$ cat src/rtl/tbru_pkg.sv
package tbru_pkg;

    typedef enum logic [2:0] {
        OP_TCALL   = 3'd0,
        OP_SWJMP   = 3'd1,
        OP_TRET    = 3'd2,
        OP_XRET    = 3'd3,
        OP_SETBASE = 3'd4,
        OP_SETEXC  = 3'd5,
        OP_SETFEX  = 3'd6,
        OP_NONE    = 3'd7
    } tbru_op_e;

    typedef enum logic {
        ST_IDLE  = 1'b0,
        ST_FETCH = 1'b1
    } tbru_state_e;

    localparam int HALF_W = 16;

endpackage

$ cat src/rtl/tbru_ctx_regs.sv
module tbru_ctx_regs #(
    parameter int XW = 32
) (
    input  logic          clk,
    input  logic          rst,
    input  logic          wr_base,
    input  logic [XW-1:0] base_in,
    input  logic          save_call,
    input  logic [XW-1:0] call_pc_in,
    input  logic [XW-1:0] call_stat_in,
    input  logic          wr_exc,
    input  logic          wr_fex,
    input  logic [XW-1:0] pair_pc_in,
    input  logic [XW-1:0] pair_stat_in,
    output logic [XW-1:0] base,
    output logic [XW-1:0] ct_pc,
    output logic [XW-1:0] ct_stat,
    output logic [XW-1:0] ex_pc,
    output logic [XW-1:0] ex_stat,
    output logic [XW-1:0] fx_pc,
    output logic [XW-1:0] fx_stat
);
    always_ff @(posedge clk) begin
        if (rst) begin
            base    <= '0;
            ct_pc   <= '0;
            ct_stat <= '0;
            ex_pc   <= '0;
            ex_stat <= '0;
            fx_pc   <= '0;
            fx_stat <= '0;
        end else begin
            if (wr_base) base <= base_in;
            if (save_call) begin
                ct_pc   <= call_pc_in;
                ct_stat <= call_stat_in;
            end
            if (wr_exc) begin
                ex_pc   <= pair_pc_in;
                ex_stat <= pair_stat_in;
            end
            if (wr_fex) begin
                fx_pc   <= pair_pc_in;
                fx_stat <= pair_stat_in;
            end
        end
    end
endmodule

$ cat src/rtl/tbru_addr_gen.sv
module tbru_addr_gen #(
    parameter int XW    = 32,
    parameter int IDX_W = 6
) (
    input  logic                        is_call,
    input  logic [XW-1:0]               base,
    input  logic [XW-1:0]               pc,
    input  logic [XW-1:0]               opnd,
    input  logic [tbru_pkg::HALF_W-1:0] rdata,
    output logic [XW-1:0]               fetch_addr,
    output logic [XW-1:0]               target
);
    localparam int HW = tbru_pkg::HALF_W;
    localparam logic [XW-1:0] ONE = XW'(1);
    localparam logic [XW-1:0] TWO = XW'(2);

    logic [XW-1:0] base_even;
    logic [XW-1:0] after_pc;
    logic [XW-1:0] idx_off;
    logic [XW-1:0] call_off;
    logic [XW-1:0] sw_off;

    always_comb begin
        base_even = base & ~ONE;
        after_pc  = pc + TWO;
        idx_off   = XW'(opnd[IDX_W-1:0]) << 1;
        call_off  = XW'(rdata & ~HW'(1));
        sw_off    = {{(XW-HW-1){rdata[HW-1]}}, rdata, 1'b0};
        if (is_call) begin
            fetch_addr = base_even + idx_off;
            target     = base_even + call_off;
        end else begin
            fetch_addr = after_pc + (opnd << 1);
            target     = after_pc + sw_off;
        end
    end
endmodule

$ cat src/rtl/tbru_ret_sel.sv
module tbru_ret_sel #(
    parameter int            XW        = 32,
    parameter int            EP_BIT    = 6,
    parameter int            NP_BIT    = 7,
    parameter logic [XW-1:0] STAT_MASK = XW'(32'h0000_00FF)
) (
    input  logic          is_xret,
    input  logic [XW-1:0] cur_stat,
    input  logic [XW-1:0] ct_pc,
    input  logic [XW-1:0] ct_stat,
    input  logic [XW-1:0] ex_pc,
    input  logic [XW-1:0] ex_stat,
    input  logic [XW-1:0] fx_pc,
    input  logic [XW-1:0] fx_stat,
    output logic [XW-1:0] ret_pc,
    output logic [XW-1:0] ret_stat
);
    localparam logic [XW-1:0] ONE = XW'(1);

    logic use_fatal;
    logic [XW-1:0] raw_pc;

    always_comb begin
        use_fatal = !cur_stat[EP_BIT] && cur_stat[NP_BIT];
        if (is_xret) begin
            raw_pc   = use_fatal ? fx_pc : ex_pc;
            ret_stat = use_fatal ? fx_stat : ex_stat;
        end else begin
            raw_pc   = ct_pc;
            ret_stat = ct_stat & STAT_MASK;
        end
        ret_pc = raw_pc & ~ONE;
    end
endmodule

$ cat src/rtl/tbl_branch_unit.sv
module tbl_branch_unit #(
    parameter int            XW        = 32,
    parameter int            IDX_W     = 6,
    parameter int            EP_BIT    = 6,
    parameter int            NP_BIT    = 7,
    parameter logic [XW-1:0] STAT_MASK = XW'(32'h0000_00FF)
) (
    input  logic          clk,
    input  logic          rst,
    input  logic          req_valid,
    input  logic [2:0]    req_op,
    input  logic [XW-1:0] req_pc,
    input  logic [XW-1:0] req_opnd,
    input  logic [XW-1:0] req_stat,
    output logic          busy,
    output logic          mem_rd_valid,
    output logic [XW-1:0] mem_rd_addr,
    input  logic          mem_rd_ready,
    input  logic [15:0]   mem_rd_data,
    output logic          pc_upd,
    output logic [XW-1:0] pc_next,
    output logic          stat_wr,
    output logic [XW-1:0] stat_next,
    output logic [XW-1:0] ctx_pc,
    output logic [XW-1:0] ctx_stat
);
    import tbru_pkg::*;

    localparam logic [XW-1:0] TWO = XW'(2);

    tbru_state_e   state;
    tbru_op_e      op;
    logic          accept;
    logic          lat_call;
    logic [XW-1:0] lat_pc;
    logic [XW-1:0] lat_opnd;
    logic [XW-1:0] base;
    logic [XW-1:0] ex_pc, ex_stat, fx_pc, fx_stat;
    logic [XW-1:0] fetch_addr, target;
    logic [XW-1:0] ret_pc, ret_stat;

    assign op           = tbru_op_e'(req_op);
    assign accept       = req_valid && (state == ST_IDLE);
    assign busy         = (state == ST_FETCH);
    assign mem_rd_valid = busy;
    assign mem_rd_addr  = fetch_addr;

    tbru_ctx_regs #(.XW(XW)) u_regs (
        .clk          (clk),
        .rst          (rst),
        .wr_base      (accept && op == OP_SETBASE),
        .base_in      (req_opnd),
        .save_call    (accept && op == OP_TCALL),
        .call_pc_in   (req_pc + TWO),
        .call_stat_in (req_stat),
        .wr_exc       (accept && op == OP_SETEXC),
        .wr_fex       (accept && op == OP_SETFEX),
        .pair_pc_in   (req_opnd),
        .pair_stat_in (req_stat),
        .base         (base),
        .ct_pc        (ctx_pc),
        .ct_stat      (ctx_stat),
        .ex_pc        (ex_pc),
        .ex_stat      (ex_stat),
        .fx_pc        (fx_pc),
        .fx_stat      (fx_stat)
    );

    tbru_addr_gen #(.XW(XW), .IDX_W(IDX_W)) u_addr (
        .is_call    (lat_call),
        .base       (base),
        .pc         (lat_pc),
        .opnd       (lat_opnd),
        .rdata      (mem_rd_data),
        .fetch_addr (fetch_addr),
        .target     (target)
    );

    tbru_ret_sel #(
        .XW(XW), .EP_BIT(EP_BIT), .NP_BIT(NP_BIT), .STAT_MASK(STAT_MASK)
    ) u_ret (
        .is_xret  (op == OP_XRET),
        .cur_stat (req_stat),
        .ct_pc    (ctx_pc),
        .ct_stat  (ctx_stat),
        .ex_pc    (ex_pc),
        .ex_stat  (ex_stat),
        .fx_pc    (fx_pc),
        .fx_stat  (fx_stat),
        .ret_pc   (ret_pc),
        .ret_stat (ret_stat)
    );

    always_ff @(posedge clk) begin
        if (rst) begin
            state     <= ST_IDLE;
            lat_call  <= 1'b0;
            lat_pc    <= '0;
            lat_opnd  <= '0;
            pc_upd    <= 1'b0;
            stat_wr   <= 1'b0;
            pc_next   <= '0;
            stat_next <= '0;
        end else begin
            pc_upd  <= 1'b0;
            stat_wr <= 1'b0;
            case (state)
                ST_IDLE: begin
                    if (req_valid) begin
                        case (op)
                            OP_TCALL, OP_SWJMP: begin
                                state    <= ST_FETCH;
                                lat_call <= (op == OP_TCALL);
                                lat_pc   <= req_pc;
                                lat_opnd <= req_opnd;
                            end
                            OP_TRET, OP_XRET: begin
                                pc_upd    <= 1'b1;
                                stat_wr   <= 1'b1;
                                pc_next   <= ret_pc;
                                stat_next <= ret_stat;
                            end
                            default: ;
                        endcase
                    end
                end
                ST_FETCH: begin
                    if (mem_rd_ready) begin
                        pc_upd  <= 1'b1;
                        pc_next <= target;
                        state   <= ST_IDLE;
                    end
                end
                default: state <= ST_IDLE;
            endcase
        end
    end
endmodule

$ cat config.mk
export PLATFORM = sky130hd
export DESIGN_NAME = tbl_branch_unit
export DESIGN_NICKNAME = d
export VERILOG_FILES = /design/src/rtl/tbru_pkg.sv /design/src/rtl/tbru_ctx_regs.sv /design/src/rtl/tbru_addr_gen.sv /design/src/rtl/tbru_ret_sel.sv /design/src/rtl/tbl_branch_unit.sv
export SDC_FILE = /design/constraint.sdc
export NUM_CORES = 1
export LEC_CHECK = 0
export ABC_AREA = 1
export ABC_CLOCK_PERIOD_IN_PS = 8560
export BUFFER_PORTS_ARGS = -buffer_cell sky130_fd_sc_hd__buf_2
export CORE_MARGIN = 2
export CORE_UTILIZATION = 35
export CTS_CLUSTER_SIZE = 28
export DETAILED_ROUTE_END_ITERATION = 6
export PLACE_DENSITY = 0.51
export SLEW_MARGIN = 25
export SYNTH_ARGS = -nofsm -noshare
export SYNTH_HDL_FRONTEND = slang
export SYNTH_HIERARCHICAL = 1
export SYNTH_SLANG_ARGS = --single-unit
$ cat constraint.sdc
create_clock -name clk -period 8.56 [get_ports clk]
set_clock_uncertainty 0.2 [all_clocks]
set_input_delay 1.284 -clock clk [delete_from_list [all_inputs] [get_ports clk]]
set_output_delay 1.284 -clock clk [all_outputs]
set_load 0.02 [all_outputs]
==> flow_summary.ini, run 1 <==
[clocking]
worst_skew_pair.late_latency_ps = 600
postCtsSetupRepairBufs = 0
cts_inserted_buffers = 44
ctsHoldBuffers = 0
cts_tree = done
ctsResizeCount = 0
cts_buffer_depth = 3
clkSlewWorstSetupHoldPaths_ps = 60
cts_sinks = 352
h-tree-depth = 2
root_buffer = clkbuf_16

[setup_path]
crit_path_start = lat_pc[3]
slowest_delay_ps = 420
ff2ff_setup_slack_ps = 4630
required_ps = 7080
crit_end = mem_rd_addr[27]
path_max_fanout = 5
reg2reg_to = pc_next[31]
reg2reg_from = lat_pc[1]
ff2ff_path_depth = 23
endpoint_kind = primary output
path_cells = nand2_2 -> nor2_2 -> nand2_2 -> nor2_4 -> nand3_2 -> nor2_4 -> nand3_1 -> xor2_1 -> inv_1 -> ha_1 -> a21oi_1 -> nand2_1 -> a21oi_1 -> nand3_1 -> nand2_1 -> nand3_1 -> nand2_1 -> buf_2
cp.arrival_ps = 4070
critical_path.top_delay_family = simple AND/OR/NAND/NOR gates
path_buf_inv = 2
path_class = reg2out
crit_path_start_kind = register
path_depth = 18
cpMaxStageDelayCell = ha_1

[floorplanning]
fp.coreArea_sq_um = 69700
fp.dieArea_sq_um = 72200
die_h_um = 269
ios = 283
start_util = 0.352
die_w_um = 269
rows = 97

[placement]
io_buffers = 282
gp_congestion = 0.973
preCtsSetupSlack_ps = 3640
dp_cells = 5278
dp_hpwl_mm = 79.4
place_area_sq_um = 26200

[power_and_ir_drop]
powerDensity_nw_per_um2 = 165
irDropWorstVdd_mv = 0.139
power_mw = 4.58
p_leak_nw = 14.5

[logic_synthesis]
synth.cell_area_sq_um = 24500
synth_fp_nets = 4420
synth.avg_cell_area_sq_um = 5.84
syn_inst = 4201
yosysWarnings = 6

[min_path]
min_path_type = reg2reg
worstHoldStart = u_regs/fx_stat[16]
hold_path_depth = 2

[run_status]
outcome = complete, no violations

[final_layout]
fin_util = 0.399
areaGrowthSynthToFinish_pct = 13.3
layout_commonest_cell = nand2_1
diodes = 0
mostFrequentLayoutCells = nand2_1, nor2_1, inv_1
final_nets = 4604
final_layout_size_suffix_gt1_frac = 0.115
instances_no_fill = 5358
multi_input_area_sq_um = 14500
nFillCells = 8031
sequential_cell_area_sq_um = 7050
stdcell_area_sq_um = 27800

[drt]
drtPass1Iterations = 6
vias = 25721
drc_errors = 0
detail-route-antenna-nets = 0
wl_mm = 102
routedWlPerCell_um = 19.1
drtIter0Drc = 1927
vias_per_cell = 4.80

[timing]
fin_crit_sh = 0.649
setup_viol = 0
relSlewSlack = 0.355
fmax_mhz = 180
fin_ws_ps = 3000
hold_viol = 0
tns_ps = 0
whs_ps = 266
worst_slew_pin_slew_ps = 968
report.final.slew_viol_count = 0
rsz0062_at_grt = no
period_minus_slack_ps = 5560

[grt]
grt_pass1_vias = 23928
grt_use_total = 0.280
grt_overflow = 0
grt_first_pass_wirelength_mm = 152
antenna_found_initial = 3
grt_max_degree = 99

[flow_run]
maxCapViolCount = 0
-- metal layers --
metal,track usage,up-vias,part of all wire
li1,-,13215,-
met1,0.364,11747,0.45
met2,0.464,607,0.45
met3,0.0456,148,0.055
met4,0.108,4,0.042
met5,0,-,0.00020
-- tightest hold or removal path: stages, from the launching register on --
cell     delay, ps
dfxtp_1        300
nor2_1          80
nor2_1          50
-- cell type report --
type                       instances  area share
timing repair buffer             301      0.0567
clock inverter                    14     0.00820
sequential                       352       0.254
tap                              940      0.0423
clock buffer                      65      0.0472
multi-input combinational       3166       0.521
inverter                         520      0.0708
-- report_power, final --
part | switching, mW | internal [mW] | total (mW)
Combinational | 0.581 | 0.246 | 0.826
Sequential | 0.0625 | 1.71 | 1.77
Clock | 0.790 | 1.19 | 1.98
-- flip-flops by register name, indices dropped and copies added (netlist names) --
register,cells
u_regs/fx_pc,31
stat_next,32
pc_upd,1
busy,1
u_regs/base,31
lat_opnd,31
u_regs/ct_pc,32
lat_pc,32
lat_call,1
u_regs/fx_stat,32
pc_next,32
u_regs/ex_stat,32
stat_wr,1
u_regs/ex_pc,31
u_regs/ct_stat,32
-- worst min-delay path by stage --
| stage | end |
|---|---|
| global placement | u_regs/fx_stat[21] |
| CTS | lat_call |
| finish | u_regs/fx_stat[16] |
| floorplan | lat_call |
| detailed placement | lat_call |
| global route | lat_call |
Note: power is estimated with default switching activity, not from simulation.
==> run 2, diff against run 1 <==
--- a/config.mk
+++ b/config.mk
@@ -6,7 +6,7 @@
 export NUM_CORES = 1
 export LEC_CHECK = 0
 export ABC_AREA = 1
-export ABC_CLOCK_PERIOD_IN_PS = 8560
+export ABC_CLOCK_PERIOD_IN_PS = 5700
 export BUFFER_PORTS_ARGS = -buffer_cell sky130_fd_sc_hd__buf_2
 export CORE_MARGIN = 2
 export CORE_UTILIZATION = 35
==> constraint.sdc (replaced) <==
create_clock -name clk -period 5.7 [get_ports clk]
set_clock_uncertainty 0.2 [all_clocks]
set_input_delay 0.855 -clock clk [delete_from_list [all_inputs] [get_ports clk]]
set_output_delay 0.855 -clock clk [all_outputs]
set_load 0.02 [all_outputs]
==> run 2 against run 1 <==
Net effect:
- first-iteration DRC count rose by 2.9%
- setup slack got worse by 2400 ps
- highest routed layer unchanged
- sequential power rose by 50%
- sequential share of layout area rose by 0.10 points
==> flow_summary.ini, run 2 (same netlist as run 1, synthesis figures left out) <==
[timing]
fmax_mhz = 196
whs_ps = 266
report.final.slew_viol_count = 0
fin_crit_sh = 0.895
rsz0062_at_grt = no
period_minus_slack_ps = 5100
hold_viol = 0
worst_slew_pin_slew_ps = 961
tns_ps = 0
relSlewSlack = 0.360
setup_viol = 0

[setup_path]
path_cells = ha_1 -> inv_1 -> nor2_2 -> nand2_2 -> nor2_4 -> nand4_1 -> xnor2_1 -> ha_1 -> nand2_1 -> nor2_1 -> nand2_1 -> nand3_1 -> a21oi_1 -> nor2_1 -> o21ai_0 -> buf_2
required_ps = 4640
cp.arrival_ps = 4050
crit_end = mem_rd_addr[19]
ff2ff_path_depth = 19
endpoint_kind = primary output
ff2ff_setup_slack_ps = 1690
path_max_fanout = 6
crit_path_start_kind = register
path_depth = 16
reg2reg_from = lat_pc[1]
reg2reg_to = pc_next[24]
critical_path.top_delay_family = simple AND/OR/NAND/NOR gates
crit_path_start = lat_pc[1]
slowest_delay_ps = 590
cpMaxStageDelayCell = xnor2_1
path_class = reg2out
path_buf_inv = 2

[clocking]
cts_inserted_buffers = 42
ctsHoldBuffers = 0
postCtsSetupRepairBufs = 0
cts_buffer_depth = 3
h-tree-depth = 2
cts_tree = done
worst_skew_pair.late_latency_ps = 600
ctsResizeCount = 0
root_buffer = clkbuf_16
cts_sinks = 352
clkSlewWorstSetupHoldPaths_ps = 60

[drt]
detail-route-antenna-nets = 0
drc_errors = 0
drtPass1Iterations = 5
routedWlPerCell_um = 19.2
vias_per_cell = 4.87
vias = 26125
drtIter0Drc = 1982
wl_mm = 103

[final_layout]
final_layout_size_suffix_gt1_frac = 0.115
nFillCells = 7980
stdcell_area_sq_um = 27700
layout_commonest_cell = nand2_1
final_nets = 4605
instances_no_fill = 5359
mostFrequentLayoutCells = nand2_1, nor2_1, inv_1
areaGrowthSynthToFinish_pct = 12.8
fin_util = 0.397

[floorplanning]
die_h_um = 269
ios = 283
rows = 97
start_util = 0.352
fp.dieArea_sq_um = 72200
fp.coreArea_sq_um = 69700
die_w_um = 269

[power_and_ir_drop]
p_leak_nw = 14.4
powerDensity_nw_per_um2 = 241
clockPowerShare = 0.414
intPower_mw = 4.52
p_sw_frac = 0.322
p_comb_frac = 0.187
irDropWorstVdd_mv = 0.202
switchingPower_mw = 2.14
power_frac_seq = 0.399

[grt]
grt_max_degree = 108
grt_first_pass_wirelength_mm = 153
grt_use_total = 0.281
grt_pass1_vias = 23918
antenna_found_initial = 3
grt_overflow = 0

[placement]
place_area_sq_um = 26300
io_buffers = 282
gp_congestion = 0.986
dp_cells = 5282
dp_hpwl_mm = 80.2

[run_status]
outcome = complete, no violations

[min_path]
min_path_type = reg2reg

[flow_run]
maxCapViolCount = 0
-- run 2: cell types whose count changed in the layout (fill, tap and decap cells not counted), moves of 2 or more --
cell,before,now
buf_4,18,21
clkbuf_1,8,6
clkbuf_16,44,42
clkbuf_8,13,6
clkinv_2,6,13
diode_2,0,3
-- run 2: area by class of cell --
cell class	count	area (sq um)	share of cell area
Clock inverter	20	245	0.00886
Inverter	520	1970	0.0710
Antenna cell	3	7.51	0.000271
Timing Repair Buffer	304	1590	0.0574
Tap cell	940	1180	0.0425
Multi-Input combinational cell	3166	14500	0.523
Clock buffer	54	1160	0.0418
Sequential cell	352	7050	0.255
-- run 2: tightest hold or removal path: cells and delay by family, from the launching register on --
kind | cells | cell delay, ps
AND/OR/NAND/NOR | 2 | 130
flip-flops | 1 | 300
-- run 2: how the worst min path moves through the flow --
stage / start / to / slack, ps / cells past startpoint
after global routing: u_regs/ct_stat[23] / u_regs/ct_stat[23] / 290 / 2
after CTS: u_regs/fx_stat[22] / u_regs/fx_stat[22] / 270 / 2
after global placement: u_regs/fx_stat[12] / u_regs/fx_stat[12] / 260 / 2
after detailed placement: u_regs/fx_stat[12] / u_regs/fx_stat[12] / 260 / 2
final: u_regs/fx_stat[22] / u_regs/fx_stat[22] / 270 / 2
after floorplan: lat_call / lat_call / 240 / 2
-- run 2: stage by stage --
step / power, mW / worst slack, ps
2_1_floorplan: 3.48 / 2000
3_3_place_gp: 3.95 / 1270
3_5_place_dp: 3.94 / 1240
4_1_cts: 6.73 / 616
5_1_grt: 6.97 / 372
6_report: 6.66 / 600
-- run 2: power by group through the flow --
stage / Sequential [mW] / Combinational (mW) / Clock, mW
after floorplan: 2.73 / 0.750 / 0
after global placement: 2.71 / 1.24 / 0
after detailed placement: 2.71 / 1.23 / 0
after CTS: 2.66 / 1.24 / 2.83
after global routing: 2.67 / 1.38 / 2.92
final: 2.66 / 1.25 / 2.76
-- run 2: layer usage --
metal / track usage / vias up / routed length (um)
met1: 0.367 / 11971 / 45200
met4: 0.124 / 2 / 4970
met3: 0.0425 / 169 / 6170
met2: 0.459 / 771 / 46400
met5: 0 / - / 11
li1: - / 13212 / -
